--- src/rtl/rxq_pkg.sv ---
`timescale 1ns/1ps
package rxq_pkg;
  // Status bits stored beside the data bits of every frame.
  localparam int RXQ_FRAME_FLAGS = 3;
  localparam int RXQ_ENTRY_FLAGS = 4;

  function automatic int unsigned rxq_ptr_next(input int unsigned ptr, input int unsigned depth);
    return (ptr + 1 == depth) ? 0 : ptr + 1;
  endfunction

  function automatic logic rxq_overrun(input logic start, input logic held, input logic full);
    return start & held & full;
  endfunction
endpackage

--- src/rtl/rxq_ring.sv ---
`timescale 1ns/1ps
module rxq_ring #(
  parameter int DEPTH = 2,
  parameter int WIDTH = 12,
  parameter int PTR_W = (DEPTH > 1) ? $clog2(DEPTH) : 1,
  parameter int CNT_W = $clog2(DEPTH + 1)
) (
  input  logic             clk,
  input  logic             rst_n,
  input  logic             flush,
  input  logic             wr_en,
  input  logic [WIDTH-1:0] wr_data,
  input  logic             rd_en,
  output logic [WIDTH-1:0] rd_data,
  output logic [CNT_W-1:0] count,
  output logic             full,
  output logic             empty
);
  import rxq_pkg::*;

  logic [WIDTH-1:0] slot_q [DEPTH];
  logic [PTR_W-1:0] wr_ptr_q, rd_ptr_q;
  logic [CNT_W-1:0] count_q;
  logic             do_wr, do_rd;

  assign full  = (count_q == CNT_W'(DEPTH));
  assign empty = (count_q == '0);
  assign do_wr = wr_en && !full;
  assign do_rd = rd_en && !empty;

  for (genvar g = 0; g < DEPTH; g++) begin : g_slot
    always_ff @(posedge clk) begin
      if (!rst_n)
        slot_q[g] <= '0;
      else if (do_wr && (wr_ptr_q == PTR_W'(g)))
        slot_q[g] <= wr_data;
    end
  end

  always_ff @(posedge clk) begin
    if (!rst_n || flush) begin
      wr_ptr_q <= '0;
      rd_ptr_q <= '0;
      count_q  <= '0;
    end else begin
      if (do_wr) wr_ptr_q <= PTR_W'(rxq_ptr_next(int'(wr_ptr_q), DEPTH));
      if (do_rd) rd_ptr_q <= PTR_W'(rxq_ptr_next(int'(rd_ptr_q), DEPTH));
      case ({do_wr, do_rd})
        2'b10:   count_q <= count_q + 1'b1;
        2'b01:   count_q <= count_q - 1'b1;
        default: count_q <= count_q;
      endcase
    end
  end

  assign rd_data = slot_q[rd_ptr_q];
  assign count   = count_q;
endmodule

--- src/rtl/rxq_hold.sv ---
`timescale 1ns/1ps
module rxq_hold #(
  parameter int FRM_W = 11
) (
  input  logic             clk,
  input  logic             rst_n,
  input  logic             flush,
  input  logic             start_det,
  input  logic             frame_done,
  input  logic [FRM_W-1:0] frame_vec,
  input  logic             ring_full,
  output logic             hold_valid,
  output logic             move_evt,
  output logic             direct_evt,
  output logic             overrun_evt,
  output logic             ovr_pending,
  output logic             fifo_wr,
  output logic [FRM_W:0]   fifo_wdata
);
  import rxq_pkg::*;

  logic             hv_q, ovr_q;
  logic [FRM_W-1:0] hold_q;

  assign move_evt    = hv_q && !ring_full;
  assign direct_evt  = frame_done && !hv_q && !ring_full;
  assign overrun_evt = rxq_overrun(start_det, hv_q, ring_full);
  assign fifo_wr     = move_evt || direct_evt;
  assign fifo_wdata  = {ovr_q, (move_evt ? hold_q : frame_vec)};

  always_ff @(posedge clk) begin
    if (!rst_n || flush) begin
      hv_q   <= 1'b0;
      hold_q <= '0;
      ovr_q  <= 1'b0;
    end else begin
      if (frame_done && !direct_evt) begin
        hv_q   <= 1'b1;
        hold_q <= frame_vec;
      end else if (move_evt || overrun_evt) begin
        hv_q   <= 1'b0;
      end
      if (overrun_evt)
        ovr_q <= 1'b1;
      else if (fifo_wr)
        ovr_q <= 1'b0;
    end
  end

  assign hold_valid  = hv_q;
  assign ovr_pending = ovr_q;
endmodule

--- src/rtl/rx_status_fifo.sv ---
`timescale 1ns/1ps
module rx_status_fifo #(
  parameter int DATA_W = 8,
  parameter int DEPTH  = 2
) (
  input  logic              clk,
  input  logic              rst_n,
  input  logic              rx_en,
  input  logic              start_det,
  input  logic              frame_done,
  input  logic [DATA_W-1:0] frame_data,
  input  logic              frame_bit9,
  input  logic              frame_ferr,
  input  logic              frame_perr,
  input  logic              rd_pop,
  output logic              avail,
  output logic [DATA_W-1:0] head_data,
  output logic              head_bit9,
  output logic              head_ferr,
  output logic              head_perr,
  output logic              head_ovr
);
  import rxq_pkg::*;

  localparam int FRM_W = DATA_W + RXQ_FRAME_FLAGS;
  localparam int ENT_W = DATA_W + RXQ_ENTRY_FLAGS;
  localparam int CNT_W = $clog2(DEPTH + 1);

  logic             flush, start_g, done_g, pop_g;
  logic [FRM_W-1:0] frame_vec;
  logic [ENT_W-1:0] wr_ent, head_ent;
  logic [CNT_W-1:0] count;
  logic             full, empty;
  logic             hold_valid, move_evt, direct_evt, overrun_evt, ovr_pending, fifo_wr;

  assign flush     = !rx_en;
  assign start_g   = start_det && rx_en;
  assign done_g    = frame_done && rx_en;
  assign pop_g     = rd_pop && rx_en;
  assign frame_vec = {frame_perr, frame_ferr, frame_bit9, frame_data};

  rxq_hold #(.FRM_W(FRM_W)) u_hold (
    .clk(clk), .rst_n(rst_n), .flush(flush),
    .start_det(start_g), .frame_done(done_g), .frame_vec(frame_vec),
    .ring_full(full),
    .hold_valid(hold_valid), .move_evt(move_evt), .direct_evt(direct_evt),
    .overrun_evt(overrun_evt), .ovr_pending(ovr_pending),
    .fifo_wr(fifo_wr), .fifo_wdata(wr_ent)
  );

  rxq_ring #(.DEPTH(DEPTH), .WIDTH(ENT_W)) u_ring (
    .clk(clk), .rst_n(rst_n), .flush(flush),
    .wr_en(fifo_wr), .wr_data(wr_ent), .rd_en(pop_g),
    .rd_data(head_ent), .count(count), .full(full), .empty(empty)
  );

  assign avail     = !empty;
  assign head_data = head_ent[DATA_W-1:0];
  assign head_bit9 = head_ent[DATA_W];
  assign head_ferr = head_ent[DATA_W+1];
  assign head_perr = head_ent[DATA_W+2];
  assign head_ovr  = head_ent[DATA_W+3];
endmodule

--- config.mk ---
export PLATFORM = sky130hd
export DESIGN_NAME = rx_status_fifo
export DESIGN_NICKNAME = d
export VERILOG_FILES = /design/src/rtl/rxq_pkg.sv /design/src/rtl/rxq_ring.sv /design/src/rtl/rxq_hold.sv /design/src/rtl/rx_status_fifo.sv
export SDC_FILE = /design/constraint.sdc
export NUM_CORES = 1
export LEC_CHECK = 0
export BUFFER_PORTS_ARGS = -buffer_cell sky130_fd_sc_hd__buf_2
export CORE_MARGIN = 2
export CORE_UTILIZATION = 55
export DETAILED_ROUTE_END_ITERATION = 12
export GPL_TIMING_DRIVEN = 0
export PLACE_DENSITY = 0.84
export SYNTH_ARGS = -nofsm -noshare
export SYNTH_HDL_FRONTEND = slang
export SYNTH_HIERARCHICAL = 1
export SYNTH_SLANG_ARGS = --single-unit
--- constraint.sdc ---
create_clock -name clk -period 2.4 [get_ports clk]
set_input_delay 0.48 -clock clk [delete_from_list [all_inputs] [get_ports clk]]
set_output_delay 0.48 -clock clk [all_outputs]
set_load 0.02 [all_outputs]
==> summary.md <==
| Metric | Value |
|---|---|
| Type of element capturing the critical path | register |
| Largest net degree at the start of global routing | 14 |
| Net count after synthesis | 202 |
| # Max-Cap Violations | 0 |
| Die area | between 4000 and 5000 um2 |
| Die width | 65.7 um |
| GRT Total Usage | 18.3% |
| Worst-Skew Late Latency | a little under 0.3 ns |
| Worst Path Required | 2.37 ns |
| RD Place Congestion | 0.740 |
| H-tree levels | 2 |
| Post_cts resized | 1 |
| CTS Buffer Depth | 2 |
| DRT Wirelength | 3490 um |
| Worst-path fanout max | 12 |
| Clock Skews | about 0.0032 ns |
| Maximum operating frequency | 0.453 GHz |
| Iter 0 DRT Violations | 49 |
| Final setup vio count | 0 |
| Gr ovfl total | 0 |
| CP startpoint kind | register |
| LEAKAGE | 0.941 nW |
| Cts bufs inserted | 5 |
| Ant diodes | 0 |
| Layout fillers | 290 |
| Layout area overhead | 14.0% |
| Peak supply drop | 0.287 mV |
| Slew Limit Headroom | 66.4% |
| Dpl hpwl | 2450 um |
| Min cycle time layout | 2.21 ns |
| # rows | 22 |
| CTS sink count | 42 |
| IO buf count | 29 |
| Clock Pin Slew Worst Setup and Hold Paths | 0.07 ns |
| Vias per Instance | approximately 5.2 |
| Critical Path AT | roughly 2.2 ns |
| CTS tree | done |
| Post-layout util | 65.1% |
| Crit share post-route | 92.1% |
| Root Buffer | clkbuf_8 |
| Final hold viol count | 0 |
| Share of layout cells above drive strength 1 | 32.1% |
| Fin. max-slew vios | 0 |
| Initial antenna violation count | 0 |
| PwrDens | 574 nW/um2 |
| Post-route insts no fill | approximately 270 |
| Global-route wire length before repair | about 5900 um |
| Final setup TNS | 0 ns |
| Synth warn | 6 |
| Post-route ant nets | 0 |
| # hold bufs at CTS | 0 |
| Vias in the first global route | 1276 |
| Nets@finish | 238 |
| Drt drc | 0 |
| Tightest Pin Transition | 0.504 ns |
| Postcts setup bufs | 0 |
| Chip height | 65.7 um |
| Via count | 1392 |
| Hold Path Class | input pin to register |
| Routed WL per cell | 13.0 um |
| Core area | 3660 um2 |
| RSZ-0062 raised after global routing | false |
| Starting Density | 57.1% |
| Netlist Area Pre-Place | 2090 um2 |
| Syn_area_per_cell | 11.4 um2 |
| Crit path kind | register to register |
| I/O pin count | 30 |
| DRT Pass-1 Iters | 4 |
| Synth Instances | 184 |
| Placed Cells | 261 |
| Result of the run | complete, no violations |
-- cells in the final DEF, fill, tap and decap left out, drive strengths merged --
| cell type | instances |
|---|---|
| clkbuf | 11 |
| clkinv | 2 |
| or3 | 2 |
| buf | 36 |
| o21ba | 1 |
| nand3b | 24 |
| o22ai | 1 |
| edfxtp | 24 |
| mux2i | 11 |
| o21a | 2 |
| a21oi | 3 |
| nand2 | 15 |
| nand3 | 2 |
| dfxtp | 18 |
| nand2b | 4 |
| xor2 | 1 |
| and2 | 3 |
| o21ai | 3 |
| nor2 | 28 |
| xnor2 | 2 |
| inv | 4 |
| ha | 1 |
| mux2 | 23 |
-- registers in the layout, summed over array words and instances (netlist names), named ones only --
| name | count |
|---|---|
| u_ring/slot_q | 24 |
| u_hold/hold_q | 11 |
| u_ring/count | 2 |
| u_hold/hold_valid | 1 |
| u_hold/ovr_pending | 1 |
| u_ring/rd_ptr_q | 1 |
| u_ring/wr_ptr_q | 1 |
-- area by class of cell --
class	instances	area, um2	share of cell area (%)
clock buffer	6	72.6	3.04
timing repair buffer	29	145	6.09
sequential	42	1080	45.4
buffer	12	73.8	3.10
multi-input combinational	126	926	38.8
tap	48	60.1	2.52
clock inverter	2	10.0	0.420
inverter	4	15.0	0.630
-- metrics by stage --
step / power (W) / cell area, um2 / worst slack [ns] / hold slack [ns]
floorplan: 0.000905 / 2090 / 0.276 / 0.460
global placement: 0.000950 / 2300 / 0.0530 / 0.472
detailed placement: 0.000953 / 2300 / 0.00609 / 0.477
CTS: 0.00138 / 2380 / 0.128 / 0.465
global route: 0.00143 / 2380 / 0.0608 / 0.471
finish: 0.00137 / 2380 / 0.191 / 0.472
-- worst max-delay path, stage by stage, from the launching register on --
cell and delay (ns):
dfxtp_1 0.42, nand2b_2 0.18, inv_2 0.07, o21ba_2 0.27, inv_1 0.06, or3_1 0.34, buf_2 0.17, buf_6 0.15
nand2_2 0.24
-- power by group --
part	internal, W	leakage (nW)	switching [W]
logic	0.0000647	0.498	0.0000836
clock network	0.000201	0.0450	0.000230
registers	0.000783	0.398	0.00000634
total	0.00105	0.941	0.000320
-- metal layers --
metal | share of wire (%) | up-vias | global-route usage (%)
li1 | - | 720 | -
met1 | 46 | 635 | 24.2
met2 | 47 | 33 | 28.9
met3 | 5.1 | 4 | 5.14
met4 | 1.2 | 0 | 6.25
met5 | 0 | - | 0
-- final timing paths --
| path | startpoint | end | slack, ns | cells past startpoint |
|---|---|---|---|---|
| hold / removal | frame_bit9 | u_hold/hold_q[8] | 0.47 | 3 |
| setup / recovery | u_ring/count[0] | u_ring/slot_q[0][10] | 0.19 | 8 |
| setup reg to reg | u_ring/count[0] | u_ring/slot_q[0][10] | 0.19 | 8 |
| hold reg to reg | u_hold/hold_q[8] | u_hold/hold_q[8] | 0.49 | 2 |
Power figures use the tool's default switching activity.
